`src/rtl/txgate_pkg.sv`:
```
package txgate_pkg;

  typedef enum logic [2:0] {
    ST_WATCH,
    ST_COMMIT,
    ST_READY,
    ST_XMIT,
    ST_BACKOFF
  } gateState_t;

  typedef struct packed {
    logic clrGap;
    logic incGap;
    logic loadBackoff;
    logic stepBackoff;
    logic bumpAttempt;
    logic clrAttempt;
  } gateStrobe_t;

endpackage

```
`src/rtl/txGateDatapath.sv`:
```
module txGateDatapath
  import txgate_pkg::*;
#(
  parameter int WATCH_CYC  = 60,
  parameter int COMMIT_CYC = 36,
  parameter int SLOT_CYC   = 512,
  parameter int EXP_CAP    = 10,
  parameter int LIMIT_W    = 4
) (
  input  logic               clk,
  input  logic               rstN,
  input  gateStrobe_t        strobe,
  input  logic [LIMIT_W-1:0] retryLimit,
  output logic               watchDone,
  output logic               gapDone,
  output logic               bkLast,
  output logic               drawZero,
  output logic               overLimit
);

  localparam int GAP_W  = $clog2(WATCH_CYC + COMMIT_CYC);
  localparam int SLOT_W = $clog2(SLOT_CYC);
  localparam int ATT_W  = LIMIT_W + 1;
  localparam int LFSR_W = 16;
  localparam logic [LFSR_W-1:0] LFSR_TAPS = 16'hB400;
  localparam logic [LFSR_W-1:0] LFSR_SEED = 16'hACE1;
  localparam logic [GAP_W-1:0]  WATCH_LAST = GAP_W'(WATCH_CYC - 1);
  localparam logic [GAP_W-1:0]  GAP_LAST   = GAP_W'(WATCH_CYC + COMMIT_CYC - 1);
  localparam logic [SLOT_W-1:0] SLOT_LAST  = SLOT_W'(SLOT_CYC - 1);

  logic [GAP_W-1:0]   gapCnt;
  logic [SLOT_W-1:0]  bitCnt;
  logic [EXP_CAP-1:0] slotCnt;
  logic [ATT_W-1:0]   attemptCnt;
  logic [ATT_W-1:0]   attNext;
  logic [LFSR_W-1:0]  lfsr;
  logic [EXP_CAP-1:0] drawMask;
  logic [EXP_CAP-1:0] drawSlots;

  function automatic int capOf(logic [ATT_W-1:0] a);
    int v;
    v = int'(a);
    return (v > EXP_CAP) ? EXP_CAP : v;
  endfunction

  // interframe gap counter shared by both phases
  always_ff @(posedge clk or negedge rstN) begin
    if (!rstN)                gapCnt <= '0;
    else if (strobe.clrGap)   gapCnt <= '0;
    else if (strobe.incGap)   gapCnt <= gapCnt + 1'b1;
  end

  assign watchDone = (gapCnt == WATCH_LAST);
  assign gapDone   = (gapCnt == GAP_LAST);

  // free-running pseudo-random source
  always_ff @(posedge clk or negedge rstN) begin
    if (!rstN) lfsr <= LFSR_SEED;
    else       lfsr <= (lfsr >> 1) ^ (lfsr[0] ? LFSR_TAPS : '0);
  end

  // collision count of the current frame
  assign attNext   = attemptCnt + 1'b1;
  assign overLimit = attNext > {1'b0, retryLimit};

  always_ff @(posedge clk or negedge rstN) begin
    if (!rstN)                   attemptCnt <= '0;
    else if (strobe.clrAttempt)  attemptCnt <= '0;
    else if (strobe.bumpAttempt) attemptCnt <= attNext;
  end

  // truncated exponential window for the coming retry
  always_comb begin
    int expK;
    expK = capOf(attNext);
    for (int i = 0; i < EXP_CAP; i++) drawMask[i] = (i < expK);
  end

  assign drawSlots = lfsr[EXP_CAP-1:0] & drawMask;
  assign drawZero  = (drawSlots == '0);

  // backoff slot and bit counters
  always_ff @(posedge clk or negedge rstN) begin
    if (!rstN) begin
      slotCnt <= '0;
      bitCnt  <= '0;
    end else if (strobe.loadBackoff) begin
      slotCnt <= drawSlots;
      bitCnt  <= '0;
    end else if (strobe.stepBackoff) begin
      if (bitCnt == SLOT_LAST) begin
        bitCnt  <= '0;
        slotCnt <= slotCnt - 1'b1;
      end else begin
        bitCnt <= bitCnt + 1'b1;
      end
    end
  end

  assign bkLast = (slotCnt == EXP_CAP'(1)) && (bitCnt == SLOT_LAST);

  AST_DRAW_IN_WINDOW: assert property (@(posedge clk) disable iff (!rstN)
    $past(strobe.loadBackoff) |-> ((int'(slotCnt) >> capOf(attemptCnt)) == 0));

  AST_STEP_NONEMPTY: assert property (@(posedge clk) disable iff (!rstN)
    strobe.stepBackoff |-> (slotCnt != '0));

endmodule

```
`src/rtl/txGateControl.sv`:
```
module txGateControl
  import txgate_pkg::*;
(
  input  logic        clk,
  input  logic        rstN,
  input  logic        crsIn,
  input  logic        colIn,
  input  logic        fullDuplex,
  input  logic        framePend,
  input  logic        watchDone,
  input  logic        gapDone,
  input  logic        bkLast,
  input  logic        drawZero,
  input  logic        overLimit,
  output gateStrobe_t strobe,
  output logic        txGrant,
  output logic        retryExhausted
);

  gateState_t state, nxt;
  logic exhaustSet;
  logic carrierSeen;
  logic colCounted;

  assign carrierSeen = !fullDuplex && crsIn;
  assign colCounted  = !fullDuplex && colIn;

  always_comb begin
    nxt        = state;
    strobe     = '0;
    exhaustSet = 1'b0;
    unique case (state)
      ST_WATCH: begin
        if (carrierSeen) begin
          strobe.clrGap = 1'b1;
        end else begin
          strobe.incGap = 1'b1;
          if (watchDone) nxt = ST_COMMIT;
        end
      end
      ST_COMMIT: begin
        if (gapDone) nxt = framePend ? ST_XMIT : ST_READY;
        else         strobe.incGap = 1'b1;
      end
      ST_READY: begin
        strobe.clrGap = 1'b1;
        if (carrierSeen)    nxt = ST_WATCH;
        else if (framePend) nxt = ST_XMIT;
      end
      ST_XMIT: begin
        strobe.clrGap = 1'b1;
        if (colCounted) begin
          if (overLimit) begin
            strobe.clrAttempt = 1'b1;
            exhaustSet        = 1'b1;
            nxt               = ST_WATCH;
          end else begin
            strobe.bumpAttempt = 1'b1;
            if (drawZero) begin
              nxt = ST_WATCH;
            end else begin
              strobe.loadBackoff = 1'b1;
              nxt                = ST_BACKOFF;
            end
          end
        end else if (!framePend) begin
          strobe.clrAttempt = 1'b1;
          nxt               = ST_WATCH;
        end
      end
      ST_BACKOFF: begin
        strobe.clrGap      = 1'b1;
        strobe.stepBackoff = 1'b1;
        if (bkLast) nxt = ST_WATCH;
      end
      default: nxt = ST_WATCH;
    endcase
  end

  always_ff @(posedge clk or negedge rstN) begin
    if (!rstN) begin
      state          <= ST_WATCH;
      txGrant        <= 1'b0;
      retryExhausted <= 1'b0;
    end else begin
      state          <= nxt;
      txGrant        <= (nxt == ST_XMIT);
      retryExhausted <= exhaustSet;
    end
  end

  AST_WATCH_RESTART: assert property (@(posedge clk) disable iff (!rstN)
    (state == ST_WATCH && !fullDuplex && crsIn) |=> (state == ST_WATCH));

  AST_COMMIT_HOLDS: assert property (@(posedge clk) disable iff (!rstN)
    (state == ST_COMMIT && !gapDone) |=> (state == ST_COMMIT));

  AST_GRANT_NEEDS_REQ: assert property (@(posedge clk) disable iff (!rstN)
    $rose(txGrant) |-> $past(framePend));

  AST_FD_COL_IGNORED: assert property (@(posedge clk) disable iff (!rstN)
    (txGrant && fullDuplex && framePend) |=> txGrant);

  AST_EXHAUST_ONE_CYCLE: assert property (@(posedge clk) disable iff (!rstN)
    retryExhausted |=> !retryExhausted);

  AST_EXHAUST_NO_GRANT: assert property (@(posedge clk) disable iff (!rstN)
    retryExhausted |-> !txGrant);

endmodule

```
`src/rtl/txStartGate.sv`:
```
module txStartGate
  import txgate_pkg::*;
#(
  parameter int WATCH_CYC  = 60,
  parameter int COMMIT_CYC = 36,
  parameter int SLOT_CYC   = 512,
  parameter int EXP_CAP    = 10,
  parameter int LIMIT_W    = 4
) (
  input  logic               clk,
  input  logic               rstN,
  input  logic               crsIn,
  input  logic               colIn,
  input  logic               fullDuplex,
  input  logic               framePend,
  input  logic [LIMIT_W-1:0] retryLimit,
  output logic               txGrant,
  output logic               retryExhausted
);

  gateStrobe_t strobe;
  logic watchDone, gapDone, bkLast, drawZero, overLimit;

  txGateControl ctrl_i (
    .clk            (clk),
    .rstN           (rstN),
    .crsIn          (crsIn),
    .colIn          (colIn),
    .fullDuplex     (fullDuplex),
    .framePend      (framePend),
    .watchDone      (watchDone),
    .gapDone        (gapDone),
    .bkLast         (bkLast),
    .drawZero       (drawZero),
    .overLimit      (overLimit),
    .strobe         (strobe),
    .txGrant        (txGrant),
    .retryExhausted (retryExhausted)
  );

  txGateDatapath #(
    .WATCH_CYC  (WATCH_CYC),
    .COMMIT_CYC (COMMIT_CYC),
    .SLOT_CYC   (SLOT_CYC),
    .EXP_CAP    (EXP_CAP),
    .LIMIT_W    (LIMIT_W)
  ) dp_i (
    .clk        (clk),
    .rstN       (rstN),
    .strobe     (strobe),
    .retryLimit (retryLimit),
    .watchDone  (watchDone),
    .gapDone    (gapDone),
    .bkLast     (bkLast),
    .drawZero   (drawZero),
    .overLimit  (overLimit)
  );

endmodule

```
`config.mk`:
```
export PLATFORM = sky130hd
export DESIGN_NAME = txStartGate
export DESIGN_NICKNAME = d
export VERILOG_FILES = /design/src/rtl/txgate_pkg.sv /design/src/rtl/txGateDatapath.sv /design/src/rtl/txGateControl.sv /design/src/rtl/txStartGate.sv
export SDC_FILE = /design/constraint.sdc
export NUM_CORES = 1
export LEC_CHECK = 0
export BUFFER_PORTS_ARGS = -buffer_cell sky130_fd_sc_hd__buf_4
export CAP_MARGIN = 20
export CORE_ASPECT_RATIO = 1.5
export CORE_MARGIN = 2
export CORE_UTILIZATION = 60
export CTS_CLUSTER_DIAMETER = 120
export DETAILED_ROUTE_END_ITERATION = 6
export PLACE_DENSITY = 0.84
export SLEW_MARGIN = 20
export SYNTH_ARGS = -nofsm -noshare
export SYNTH_HDL_FRONTEND = slang
export SYNTH_HIERARCHICAL = 1
export SYNTH_SLANG_ARGS = --single-unit
```
`constraint.sdc`:
```
create_clock -name clk -period 3.5 [get_ports clk]
set_clock_uncertainty 0.2 [all_clocks]
set_input_delay 0.7 -clock clk [delete_from_list [all_inputs] [get_ports clk]]
set_output_delay 0.7 -clock clk [all_outputs]
set_load 0.02 [all_outputs]
```
==> reports/summary.txt <==
wire per inst: 14.9 um
maximum clock rate: 0.315 GHz
Initial DRC Count: 95
Die W: 60.2 um
Worst-Skew Late Latency: 0.31 ns
hold slack: 0.169 ns
yosys warns: 6
Reg clk slew, reported paths: 0.10 ns
CP delay by family, top: compound AO/OA/AOI/OAI gates
Max-slew headroom: 57.5%
post_cts resized: 0
switching share of power: 28.5%
RSZ-0062 raised after global routing: no
ys flop type: dfrtp_1
period utilization: 90.7%
grt ovf: 0
P_sw: 0.000336 W
Die Height: 88.4 um
total wire length: 5420 um
Yosys reg bits: 52
H-tree Lvls: 2
# setup viols final: 0
Num CTS Buffers: 5
Slew @ Worst Pin: 0.637 ns
full die area: 5320 sq um
area share of the largest cell type after synthesis: 38.7%
DR vias: 2,107
fin cells: 363
fraction of registers with async set/reset: 100%
root buf cell: clkbuf_8
placed insts: 355
final slew viol count: 0
reg2reg start: dp_i/attemptCnt[0]
worst r2r path cells: 11
GP Congestion: 0.954
Bufs and invs on worst path: 1
hold-fix buffers at CTS: 0
critical path startpoint: dp_i/attemptCnt[0]
Crit-path slowest cell: dfrtp_1
Pre-Repair DR Iteration Count: 4
Max Cap Viol: 0
Syn Inst Count: 289
Starting Density: 62.7%
CP peak stage delay: 0.49 ns
largest net degree at the start of global routing: 53
Max clock buf depth: 2
Fin. Hold Viols: 0
most common cell after layout, fill and taps aside: dfrtp_1
final layout net count: 319
worst hold endpoint: dp_i/lfsr[11]
layout cell share with drive strength beyond 1: 14.7%
# clock sinks: 52
Area Overhead vs Synth: 7.74%
crit path DAT: 3.18 ns
DRC errors left: 0
CTS tree: done
initial antenna violation count: 0
WHS Path Cells: 0
ranking of synthesized cells by area: dfrtp_1, dfstp_2, xor2_1, ha_1, nor2_1
post-synthesis cell type count: 51
register area share after synthesis: 46.1%
critical path peak fanout: 12
syn_nets: 310
syn_area_per_cell: 9.85 sq um
Post-DRT Antenna Nets: 0
R2R Path End: dp_i/bitCnt[6]
# IOs: 12
P_int: 0.000842 W
num rows: 30
I/O Buffers: 11
most frequent cells in the layout: dfrtp_1, nor2_1, o21ai_0, xor2_1, buf_4
ANT cells: 0
Flop pwr share: 56.7%
Post-synth EDFFs: 0
status: completed
peak supply drop: 0.353 mV
cell taking the most area after synthesis: dfrtp_1
crit path capture type: flop
proportion of power drawn by the clock network: 31.5%
worst min path class: flop to flop
first-pass GRT wire length: 9290 um
fin area: 3070 sq um
setup tns final: 0 ns
number of global-route vias before repair: 2,088
filler cell count: 365
mapped cell area: 2850 sq um
CP Class: flop to flop
placed cell area: 2960 sq um
placeable core area: 4540 sq um
vias per inst: 5.80
Comb pwr share: 11.9%
min cycle time layout: 3.17 ns
crit-path cells: ha_4 -> nand2_1 -> or4_1 -> a311o_1 -> a221oi_2 -> o221a_2 -> nor3_4 -> buf_4 -> o2111ai_1 -> xor2_1 -> nor3_1
origin of the worst min-delay path: dp_i/lfsr[12]
power per standard cell area: 384 nW/um^2
hpwl dp: 3950 um
Setup Buffers After CTS: 0
gr usage total: 23.3%
reg-to-reg slack, setup: 0.33 ns
LEAKAGE: 1.34 nW
area of the multi-input gates: 1410 sq um
CP Launch Type: flop
worst endpoint required time: 3.50 ns
Seq. cell area: 1310 sq um
[through the flow]
stage | total power, W | util (%) | setup slack (ns)
after floorplan | 0.000767 | - | 0.446
after global placement | 0.000810 | 65.1 | 0.322
after detailed placement | 0.000818 | 65.1 | 0.262
after CTS | 0.00119 | 67.2 | 0.249
after global routing | 0.00124 | 67.5 | 0.0186
final | 0.00118 | 67.5 | 0.326
[layer usage]
layer | vias to the layer above | track usage, % | wire length [um]
li1 | 1045 | - | -
met1 | 1024 | 27.5 | 2280
met2 | 30 | 41.8 | 2940
met3 | 8 | 3.65 | 124
met4 | 0 | 8.48 | 85
met5 | - | 0 | 0
[flip-flops by register name, summed over array words and instances (netlist names)]
| signal | flops |
|---|---|
| dp_i/lfsr | 16 |
| ctrl_i/txGrant | 1 |
| dp_i/attemptCnt | 5 |
| dp_i/slotCnt | 10 |
| dp_i/gapCnt | 7 |
| ctrl_i/state | 3 |
| ctrl_i/retryExhausted | 1 |
| dp_i/bitCnt | 9 |
[worst reg2reg max path: cells and delay by family, from the launching register on]
kind,cells,cell delay [ns]
flops,1,0.49
fa+ha+maj,1,0.33
simple gates,4,0.62
buf+inv,1,0.20
xor+xnor,1,0.16
compound gates,4,1.07
[Yosys cell counts (all sizes together) (8+ instances only)]
| cell | n |
|---|---|
| xnor2 | 9 |
| o21ai | 19 |
| nor2 | 30 |
| nand3 | 14 |
| dfrtp | 44 |
| dfstp | 8 |
| inv | 12 |
| clkbuf | 8 |
| nand4 | 8 |
| nand2 | 15 |
| a21oi | 13 |
| ha | 11 |
| nor3 | 11 |
| xor2 | 19 |
[how the worst max path moves through the flow]
stage                 endpoint  depth (start not counted)
2_1_floorplan  dp_i/slotCnt[1]                         13
3_3_place_gp    dp_i/bitCnt[6]                         11
3_5_place_dp    dp_i/bitCnt[6]                         12
4_1_cts         dp_i/bitCnt[6]                         13
5_1_grt         dp_i/bitCnt[5]                         13
6_report        dp_i/bitCnt[6]                         11
[power by group through the flow]
stage                     Combinational [W]  Sequential, W  Clock, W
after global placement             0.000133       0.000676         0
after detailed placement           0.000139       0.000678         0
final                              0.000140       0.000667  0.000371
after CTS                          0.000140       0.000667  0.000380
after global routing               0.000161       0.000673  0.000402
after floorplan                   0.0000985       0.000669         0
[kinds of logic after synthesis]
kind of cell | share of synthesized area [%]
buffers and inverters | 4.79
adder cells (fa/ha/maj) | 4.84
flip-flops | 46.1
AND/OR/NAND/NOR | 21.0
XOR/XNOR | 8.62
multiplexers | 1.80
AO/OA/AOI/OAI | 12.9
[layout make-up]
type,count,share of cell area [%]
multi-input combinational,211,46.0
sequential,52,42.8
timing repair buffer,16,3.92
clock inverter,3,0.938
inverter,12,1.47
clock buffer,5,2.24
tap,64,2.61
(Power assumes the default switching activity.)
